### src/rtl/iag_pkg.sv
package iag_pkg;
  typedef enum logic [1:0] {
    ST_IDLE  = 2'd0,
    ST_RD_LO = 2'd1,
    ST_RD_HI = 2'd2,
    ST_WR    = 2'd3
  } iag_state_e;
endpackage

### src/rtl/iag_rst_sync.sv
module iag_rst_sync #(
  parameter int STAGES = 2
) (
  input  logic clk,
  input  logic rst_n,
  output logic rst_sync_n
);
  logic [STAGES-1:0] sync_q;

  always_ff @(posedge clk or negedge rst_n) begin
    if (!rst_n) sync_q <= '0;
    else        sync_q <= {sync_q[STAGES-2:0], 1'b1};
  end

  assign rst_sync_n = sync_q[STAGES-1];
endmodule

### src/rtl/iag_ptr_file.sv
module iag_ptr_file #(
  parameter int DW   = 16,
  parameter int NREG = 8,
  localparam int SW  = $clog2(NREG)
) (
  input  logic          clk,
  input  logic          rst_n,
  input  logic          upd_en,
  input  logic [SW-1:0] upd_sel,
  input  logic [DW-1:0] upd_val,
  input  logic          ld_en,
  input  logic [SW-1:0] ld_sel,
  input  logic [DW-1:0] ld_val,
  input  logic [SW-1:0] rd_a_sel,
  output logic [DW-1:0] rd_a_val,
  input  logic [SW-1:0] rd_b_sel,
  output logic [DW-1:0] rd_b_val
);
  logic [DW-1:0] ptr_q [NREG];

  for (genvar gi = 0; gi < NREG; gi++) begin : g_ptr
    logic          en;
    logic [DW-1:0] nxt;

    // sequencer step wins over an external load of the same register
    always_comb begin
      en  = 1'b0;
      nxt = ptr_q[gi];
      if (upd_en && (upd_sel == SW'(gi))) begin
        en  = 1'b1;
        nxt = upd_val;
      end else if (ld_en && (ld_sel == SW'(gi))) begin
        en  = 1'b1;
        nxt = ld_val;
      end
    end

    always_ff @(posedge clk or negedge rst_n) begin
      if (!rst_n)  ptr_q[gi] <= '0;
      else if (en) ptr_q[gi] <= nxt;
    end
  end

  assign rd_a_val = ptr_q[rd_a_sel];
  assign rd_b_val = ptr_q[rd_b_sel];
endmodule

### src/rtl/iag_mode_flag.sv
module iag_mode_flag (
  input  logic clk,
  input  logic rst_n,
  input  logic instr_done,
  input  logic mode_set,
  output logic mode_q
);
  logic mode_n;

  always_comb mode_n = mode_set;

  always_ff @(posedge clk or negedge rst_n) begin
    if (!rst_n)          mode_q <= 1'b0;
    else if (instr_done) mode_q <= mode_n;
  end
endmodule

### src/rtl/iag_seq.sv
module iag_seq
  import iag_pkg::*;
#(
  parameter int DW        = 16,
  parameter int SW        = 3,
  parameter int CW        = 4,
  parameter int STACK_IDX = 6,
  parameter int INC_BASE  = 4,
  parameter int CYC_PLAIN = 8,
  parameter int CYC_STACK = 11,
  parameter int CYC_DBL   = 10,
  parameter int CYC_WR    = 9,
  localparam int HW       = DW / 2
) (
  input  logic          clk,
  input  logic          rst_n,
  input  logic          req_valid,
  output logic          req_ready,
  input  logic [SW-1:0] req_sel,
  input  logic          req_write,
  input  logic [DW-1:0] req_wdata,
  input  logic          dbd_mode,
  output logic [SW-1:0] ptr_sel,
  input  logic [DW-1:0] ptr_val,
  output logic          upd_en,
  output logic [DW-1:0] upd_val,
  output logic          mem_valid,
  input  logic          mem_ready,
  output logic          mem_we,
  output logic [DW-1:0] mem_addr,
  output logic [DW-1:0] mem_wdata,
  input  logic [DW-1:0] mem_rdata,
  output logic          rsp_valid,
  output logic [DW-1:0] rsp_data,
  output logic [CW-1:0] rsp_cycles
);
  iag_state_e    st_q, st_n;
  logic [SW-1:0] sel_q;
  logic          dbl_q;
  logic [DW-1:0] wdata_q;
  logic [HW-1:0] lo_q, lo_n;
  logic          lo_en;
  logic          acc_en;
  logic          rsp_v_n;
  logic [DW-1:0] rsp_d_n;
  logic [CW-1:0] rsp_c_n;
  logic          sel_stack, sel_inc;

  assign ptr_sel   = (st_q == ST_IDLE) ? req_sel : sel_q;
  assign sel_stack = (ptr_sel == SW'(STACK_IDX));
  assign sel_inc   = (ptr_sel >= SW'(INC_BASE));

  assign req_ready = (st_q == ST_IDLE);
  assign mem_valid = (st_q != ST_IDLE);
  assign mem_we    = (st_q == ST_WR);
  assign mem_addr  = ptr_val;
  assign mem_wdata = wdata_q;

  always_comb begin
    st_n    = st_q;
    acc_en  = 1'b0;
    lo_en   = 1'b0;
    lo_n    = mem_rdata[HW-1:0];
    rsp_v_n = 1'b0;
    rsp_d_n = mem_rdata;
    rsp_c_n = CW'(CYC_PLAIN);
    upd_en  = 1'b0;
    upd_val = ptr_val + DW'(1);
    unique case (st_q)
      ST_IDLE: begin
        if (req_valid) begin
          acc_en = 1'b1;
          st_n   = req_write ? ST_WR : ST_RD_LO;
          if (!req_write && sel_stack) begin
            upd_en  = 1'b1;
            upd_val = ptr_val - DW'(1);
          end
        end
      end
      ST_RD_LO: begin
        if (mem_ready) begin
          if (dbl_q) begin
            lo_en  = 1'b1;
            upd_en = 1'b1;
            st_n   = ST_RD_HI;
          end else begin
            rsp_v_n = 1'b1;
            rsp_c_n = sel_stack ? CW'(CYC_STACK) : CW'(CYC_PLAIN);
            upd_en  = sel_inc && !sel_stack;
            st_n    = ST_IDLE;
          end
        end
      end
      ST_RD_HI: begin
        if (mem_ready) begin
          rsp_v_n = 1'b1;
          rsp_d_n = {mem_rdata[HW-1:0], lo_q};
          rsp_c_n = CW'(CYC_DBL);
          upd_en  = sel_inc && !sel_stack;
          st_n    = ST_IDLE;
        end
      end
      ST_WR: begin
        if (mem_ready) begin
          rsp_v_n = 1'b1;
          rsp_d_n = wdata_q;
          rsp_c_n = CW'(CYC_WR);
          upd_en  = sel_inc;
          st_n    = ST_IDLE;
        end
      end
      default: st_n = ST_IDLE;
    endcase
  end

  always_ff @(posedge clk or negedge rst_n) begin
    if (!rst_n) begin
      st_q       <= ST_IDLE;
      sel_q      <= '0;
      dbl_q      <= 1'b0;
      wdata_q    <= '0;
      lo_q       <= '0;
      rsp_valid  <= 1'b0;
      rsp_data   <= '0;
      rsp_cycles <= '0;
    end else begin
      st_q      <= st_n;
      rsp_valid <= rsp_v_n;
      if (acc_en) begin
        sel_q   <= req_sel;
        dbl_q   <= dbd_mode && !req_write;
        wdata_q <= req_wdata;
      end
      if (lo_en) lo_q <= lo_n;
      if (rsp_v_n) begin
        rsp_data   <= rsp_d_n;
        rsp_cycles <= rsp_c_n;
      end
    end
  end
endmodule

### src/rtl/ind_addr_gen.sv
module ind_addr_gen #(
  parameter int DW        = 16,
  parameter int NREG      = 8,
  parameter int CW        = 4,
  parameter int STACK_IDX = 6,
  parameter int INC_BASE  = 4,
  parameter int CYC_PLAIN = 8,
  parameter int CYC_STACK = 11,
  parameter int CYC_DBL   = 10,
  parameter int CYC_WR    = 9,
  localparam int SW       = $clog2(NREG)
) (
  input  logic          clk,
  input  logic          rst_n,
  input  logic          req_valid,
  output logic          req_ready,
  input  logic [SW-1:0] req_sel,
  input  logic          req_write,
  input  logic [DW-1:0] req_wdata,
  input  logic          instr_done,
  input  logic          dbd_set,
  output logic          dbd_mode,
  input  logic          ptr_wr_en,
  input  logic [SW-1:0] ptr_wr_sel,
  input  logic [DW-1:0] ptr_wr_data,
  input  logic [SW-1:0] ptr_rd_sel,
  output logic [DW-1:0] ptr_rd_data,
  output logic          mem_valid,
  input  logic          mem_ready,
  output logic          mem_we,
  output logic [DW-1:0] mem_addr,
  output logic [DW-1:0] mem_wdata,
  input  logic [DW-1:0] mem_rdata,
  output logic          rsp_valid,
  output logic [DW-1:0] rsp_data,
  output logic [CW-1:0] rsp_cycles
);
  logic          rst_i_n;
  logic [SW-1:0] seq_sel;
  logic [DW-1:0] seq_ptr;
  logic          seq_upd_en;
  logic [DW-1:0] seq_upd_val;

  iag_rst_sync #(.STAGES(2)) u_rst (
    .clk(clk), .rst_n(rst_n), .rst_sync_n(rst_i_n)
  );

  iag_mode_flag u_mode (
    .clk(clk), .rst_n(rst_i_n), .instr_done(instr_done),
    .mode_set(dbd_set), .mode_q(dbd_mode)
  );

  iag_ptr_file #(.DW(DW), .NREG(NREG)) u_ptrs (
    .clk(clk), .rst_n(rst_i_n),
    .upd_en(seq_upd_en), .upd_sel(seq_sel), .upd_val(seq_upd_val),
    .ld_en(ptr_wr_en), .ld_sel(ptr_wr_sel), .ld_val(ptr_wr_data),
    .rd_a_sel(seq_sel), .rd_a_val(seq_ptr),
    .rd_b_sel(ptr_rd_sel), .rd_b_val(ptr_rd_data)
  );

  iag_seq #(
    .DW(DW), .SW(SW), .CW(CW), .STACK_IDX(STACK_IDX), .INC_BASE(INC_BASE),
    .CYC_PLAIN(CYC_PLAIN), .CYC_STACK(CYC_STACK), .CYC_DBL(CYC_DBL),
    .CYC_WR(CYC_WR)
  ) u_seq (
    .clk(clk), .rst_n(rst_i_n),
    .req_valid(req_valid), .req_ready(req_ready), .req_sel(req_sel),
    .req_write(req_write), .req_wdata(req_wdata), .dbd_mode(dbd_mode),
    .ptr_sel(seq_sel), .ptr_val(seq_ptr),
    .upd_en(seq_upd_en), .upd_val(seq_upd_val),
    .mem_valid(mem_valid), .mem_ready(mem_ready), .mem_we(mem_we),
    .mem_addr(mem_addr), .mem_wdata(mem_wdata), .mem_rdata(mem_rdata),
    .rsp_valid(rsp_valid), .rsp_data(rsp_data), .rsp_cycles(rsp_cycles)
  );
endmodule

### config.mk
export PLATFORM = sky130hd
export DESIGN_NAME = ind_addr_gen
export DESIGN_NICKNAME = d
export VERILOG_FILES = /design/src/rtl/iag_pkg.sv /design/src/rtl/iag_rst_sync.sv /design/src/rtl/iag_ptr_file.sv /design/src/rtl/iag_mode_flag.sv /design/src/rtl/iag_seq.sv /design/src/rtl/ind_addr_gen.sv
export SDC_FILE = /design/constraint.sdc
export NUM_CORES = 1
export LEC_CHECK = 0
export BUFFER_PORTS_ARGS = -buffer_cell sky130_fd_sc_hd__buf_2
export CORE_UTILIZATION = 55
export DETAILED_ROUTE_END_ITERATION = 10
export GPL_TIMING_DRIVEN = 0
export HOLD_SLACK_MARGIN = 0.1
export PLACE_DENSITY = 0.76
export SKIP_CTS_REPAIR_TIMING = 1
export SLEW_MARGIN = 10
export SYNTH_ARGS = -nofsm -noshare
export SYNTH_HDL_FRONTEND = slang
export SYNTH_SLANG_ARGS = --single-unit
### constraint.sdc
create_clock -name clk -period 14.4 [get_ports clk]
set_input_delay 2.88 -clock clk [delete_from_list [all_inputs] [get_ports clk]]
set_output_delay 2.88 -clock clk [all_outputs]
set_load 0.03 [all_outputs]
Word-level counts from Yosys, hierarchy flattened
Cells that the tools add are included.
{ "totals": {"wordCells": 161, "register_bits": 182} }
{ "op_classes": {"bitwise": 2, "n_reduce_logical": 43, "eq_ne": 20, "n_mux": 73, "addsub": 2, "order_cmp": 3} }
{ "op_table": {"columns": ["op", "n"], "rows": [
  ["$mux 16", 25],
  ["$bmux 16 s3", 2],
  ["$pmux 16 s2", 1],
  ["$mux 1", 31],
  ["$eq 3x3->1 const B", 8],
  ["$logic_and 1x1->1", 19],
  ["$reduce_bool 2->1", 9],
  ["$add 16x1->16 const B", 1],
  ["$reduce_and 2->1", 8],
  ["$sub 16x1->16 const B", 1],
  ["$mux 2", 7],
  ["$eq 3x2->1 const B", 4],
  ["$pmux 4 s3", 1],
  ["$ge 4x4->1 const B", 2],
  ["$mux 4", 2],
  ["$not 3->4", 2],
  ["$eq 3x1->1 const B", 2],
  ["$logic_not 3->1", 2],
  ["$pmux 2 s3", 1],
  ["$eq 2x2->1 const B", 2],
  ["$ne 2x2->1 const B", 2],
  ["$pmux 1 s4", 1],
  ["$ge 3x3->1 const B", 1],
  ["$mux 3", 1],
  ["7 further kinds", 8]
]} }

Depth between registers and ports, before layout
{ "logic_depth": {"depth_word": 11, "mapped_depth": 17} }

Modules after synthesis
From an unflattened synthesis, not the netlist that was laid out.
{ "unflattened": {"hier_cells": 1072, "area_unflattened_um2": 11398.4} }
{ "by_module_without_submodules": {"columns": ["module", "area_each_um2", "cells_each", "n_inst"], "rows": [
  ["iag_ptr_file", 8280.4, 713, 1],
  ["iag_seq", 3024.2, 354, 1],
  ["iag_rst_sync", 53.8, 3, 1],
  ["iag_mode_flag", 40.0, 2, 1]
]} }

Worst setup path before layout
OpenSTA, ideal clock, no wires.
{ "synth_timing": {"path_kind": "in2out", "from": "in ptr_rd_sel[1]", "to": "out ptr_rd_data[0]", "path_stages": 5, "path_slack_ns": 6.890, "arrival_time_ns": 4.630, "path_cell_list": "clkbuf_1 -> clkbuf_1 -> clkbuf_1 -> mux4_2 -> mux2_2"} }
{ "synth_between": {"elab_chain_len": 4} }
{ "synth_lines": {"columns": ["element", "line", "text"], "rows": [
  ["start: declaration", "ind_addr_gen.sv:26", "input logic [SW-1:0] ptr_rd_sel,"],
  ["$not 3->4 (not written as such)", "iag_ptr_file.sv:45", "assign rd_b_val = ptr_q[rd_b_sel];"],
  ["$bmux 16 s3", "iag_ptr_file.sv:45", null],
  ["$mux 16 (not written as such) (2 in series)", "iag_ptr_file.sv:45", null],
  ["end: declaration", "ind_addr_gen.sv:27", "output logic [DW-1:0] ptr_rd_data,"]
]} }
No other way between the ends. The select of a mux whose other input is x is not followed.

Worst setup path after layout
{ "layout_timing": {"from": "in req_sel[2]", "to": "out mem_addr[2]"} }
{ "layout_between": {"elab_chain_len": 5} }
{ "layout_lines": {"columns": ["element", "line", "text"], "rows": [
  ["start: declaration", "ind_addr_gen.sv:17", "input logic [SW-1:0] req_sel,"],
  ["$mux 3", "iag_seq.sv:49", "assign ptr_sel = (st_q == ST_IDLE) ? req_sel : sel_q;"],
  ["$not 3->4 (not written as such)", "iag_ptr_file.sv:44", "assign rd_a_val = ptr_q[rd_a_sel];"],
  ["$bmux 16 s3", "iag_ptr_file.sv:44", null],
  ["$mux 16 (not written as such) (2 in series)", "iag_ptr_file.sv:44", null],
  ["end: declaration", "ind_addr_gen.sv:31", "output logic [DW-1:0] mem_addr,"]
]} }
No other way between the ends. The select of a mux whose other input is x is not followed.

==> metrics.md <==
| Metric | Value |
|---|---|
| Total negative slack | 0 ps |
| Clock sink count | 181 |
| Outcome | complete, no violations |
| Finished Layout Cells | 1541 |
| Total power | 3.54 mW |
| Synth Register Bits | 181 |
| Total CTS buffers | 17 |
| Drt via density | 6.84 |
| Main area contributors after synthesis | dfrtp_1 41%, mux2_2 9.2%, mux4_2 6.5%, mux2i_1 5.1%, a21oi_1 4.5% |
| Worst setup path class | primary input to output pin |
| Post-synth top cells | 181 x dfrtp_1, 100 x a21oi_1, 90 x mux2_2 |
| Hold Path Class | flip-flop to async pin |
| Post-Route Skew | 13.9 ps |
| Antenna cell count | 0 |
| Synth area leader | dfrtp_1 |
| Final ANT Viol Nets | 0 |
| Slew @ Worst Pin | 1310 ps |
| Nature of the critical path startpoint | primary input |
| P&R area growth vs syn | 14.9% |
| Top layer in use | met4 |
| # IOs | 138 |
| Pre-Repair DR Iteration Count | 9 |
| Endpoints failing hold | 0 |
| Max-slew violation count | 0 |
| Die Span Y | 144 um |
| Nets | 1330 |
| Post-synthesis cell count | 1117 |
| DRT Wirelength | 40100 um |
| Filler Cell Count | 1632 |
| HPWL after DPL | 26800 um |
| Sequential share of the synthesized area | 0.411 |
| Core ar. | 0.0195 mm^2 |
| Mean post-synth cell area | 9.86 um^2 |
| Clock Path Buffers | 2 |
| DRC viols | 0 |
| CTS Root Cell | clkbuf_16 |
| Main synth FF type | dfrtp_1 |
| Crit path DAT | 6020 ps |
| Worst-skew pair later-pin latency | 460 ps |
| Die X | 144 um |
| IO Port Bufs | 123 |
| Cell Area, Synth | 0.0110 mm^2 |
| Placer Congestion | 0.972 |
| Synth cell types | 61 |
| Final period util | 0.618 |
| Ys Warns | 0 |
| Initial antenna violation count | 0 |
| VDD IR max | 0.000141 V |
| Detailed route wirelength on metal2 | 17900 um |
| Gr ovfl total | 0 |
| Vias in the first global route | 10300 |
| Core Rows | 51 |
| Vias | 10500 |
| Placed insts | 1509 |
| Metal-1 WL | 14500 um |
| Routed len/inst | 26.0 um |
| Largest net degree at the start of global routing | 59 |
| RSZ-0062 raised after global routing | no |
| Setup violators final | 0 |
| Slew HR | 0.0984 |
| Max Freq | 112 MHz |
| Synth top area share | 0.411 |
| Area after DPL | 0.0121 mm^2 |
| Clock Pin Slew Worst Setup and Hold Paths | 70 ps |
| Total track usage | 0.402 |
| Worst endpoint required time | 11520 ps |
| Max Cap Viol | 0 |
| Met3 wire len | 5430 um |
| EDFF count, synth | 0 |
| Count leader, synth | dfrtp_1 |
| Worst-path fanout max | 10 |
| Global-route wire length before repair | 60000 um |
| WHS | 324 ps |
| CTS tree | yes |
| Initial Util | 0.564 |
| Share of cells above drive strength 1 | 0.245 |
| P_leak | 5.36 nW |
| Synthesized net count | 1184 |
| Initial drt markers | 1804 |
| Die area | 0.0206 mm^2 |
| P per Cell Area | 280 mW/mm^2 |
| FFs w/ async S/R, synth | 1.00 |
| Crit end category | output pin |
| H-Tree Level Count | 4 |
| Min Clock Period, post-route | 8900 ps |
| Final instance area | 0.0127 mm^2 |
-- power breakdown --
group          leakage [nW]  switching [mW]  total, mW  internal [mW]
Combinational          2.88            1.39       2.11          0.722
Sequential             2.19           0.200      0.958          0.758
Clock                 0.289           0.237      0.478          0.241
-- path summary, 6_finish.rpt --
| path | start | end | slack, ps | cells after the start |
|---|---|---|---|---|
| max reg2reg | u_seq.st_q[0] | u_ptrs.ptr_q[60] | 8500 | 16 |
| min | u_rst.sync_q[1] | u_ptrs.ptr_q[61] | 320 | 0 |
| min reg2reg | u_rst.sync_q[1] | u_ptrs.ptr_q[61] | 320 | 0 |
| max | req_sel[2] | mem_addr[2] | 5500 | 6 |
| min in group clk | u_rst.sync_q[0] | u_rst.sync_q[1] | 360 | 0 |
| max in group asynchronous | rst_n | u_rst.sync_q[1] | 12100 | 1 |
-- state kept, by name, summed over array words and instances, names as in the netlist --
name,flops
u_mode.mode_q,1
u_ptrs.ptr_q,128
u_rst.sync_q,2
u_seq.dbl_q,1
u_seq.lo_q,8
u_seq.mem_wdata,16
u_seq.rsp_cycles,3
u_seq.rsp_data,16
u_seq.rsp_valid,1
u_seq.sel_q,3
u_seq.st_q,2
-- stage by stage --
step	utilization	setup slack, ps
3_5_place_dp	0.618	5780
5_1_grt	0.648	5560
3_3_place_gp	0.613	5770
4_1_cts	0.648	5750
2_1_floorplan	-	6890
6_report	0.648	5500
-- worst max-delay path, stage by stage --
cell and delay, ps:
buf_2 120, mux2i_1 1010, clkbuf_1 870, buf_2 420, o21a_1 430, buf_2 280
-- cells in the final DEF (no fill, tap or decap), types with 20 or more instances in the layout --
| cell type | instances |
|---|---|
| dfrtp_1 | 180 |
| a21oi_1 | 100 |
| clkbuf_1 | 73 |
| mux2_2 | 90 |
| nor2b_1 | 46 |
| o21ai_0 | 55 |
| o22ai_1 | 50 |
| nand2_1 | 84 |
| a22oi_1 | 20 |
| a211oi_1 | 49 |
| buf_2 | 129 |
| nor2_1 | 77 |
| mux2i_1 | 56 |
| mux4_2 | 32 |
-- logic make-up after synthesis --
group                      synth area share
DFF                                   0.411
and+or+nand+nor                       0.139
muxes                                 0.208
AOI/OAI and AO/OA                     0.185
adders and majority gates           0.00227
other                              0.000682
xor gates and xnor gates             0.0103
buffers and inverters                0.0427
-- layer usage --
layer | vias up | track usage
met2 | 821 | 0.604
li1 | 4452 | -
met4 | 0 | 0.217
met1 | 5065 | 0.502
met5 | - | 0
met3 | 195 | 0.150
-- layout make-up --
cell class,instances,area (um^2),area share
Buffer,91,394,0.0311
Clock buffer,20,457,0.0361
Multi-Input combinational cell,828,6040,0.477
Tap cell,265,332,0.0262
Sequential cell,181,4530,0.358
Inverter,17,76.3,0.00603
Clock inverter,12,130,0.0103
Timing Repair Buffer,127,698,0.0552
Note: power is estimated with default switching activity, not from simulation.
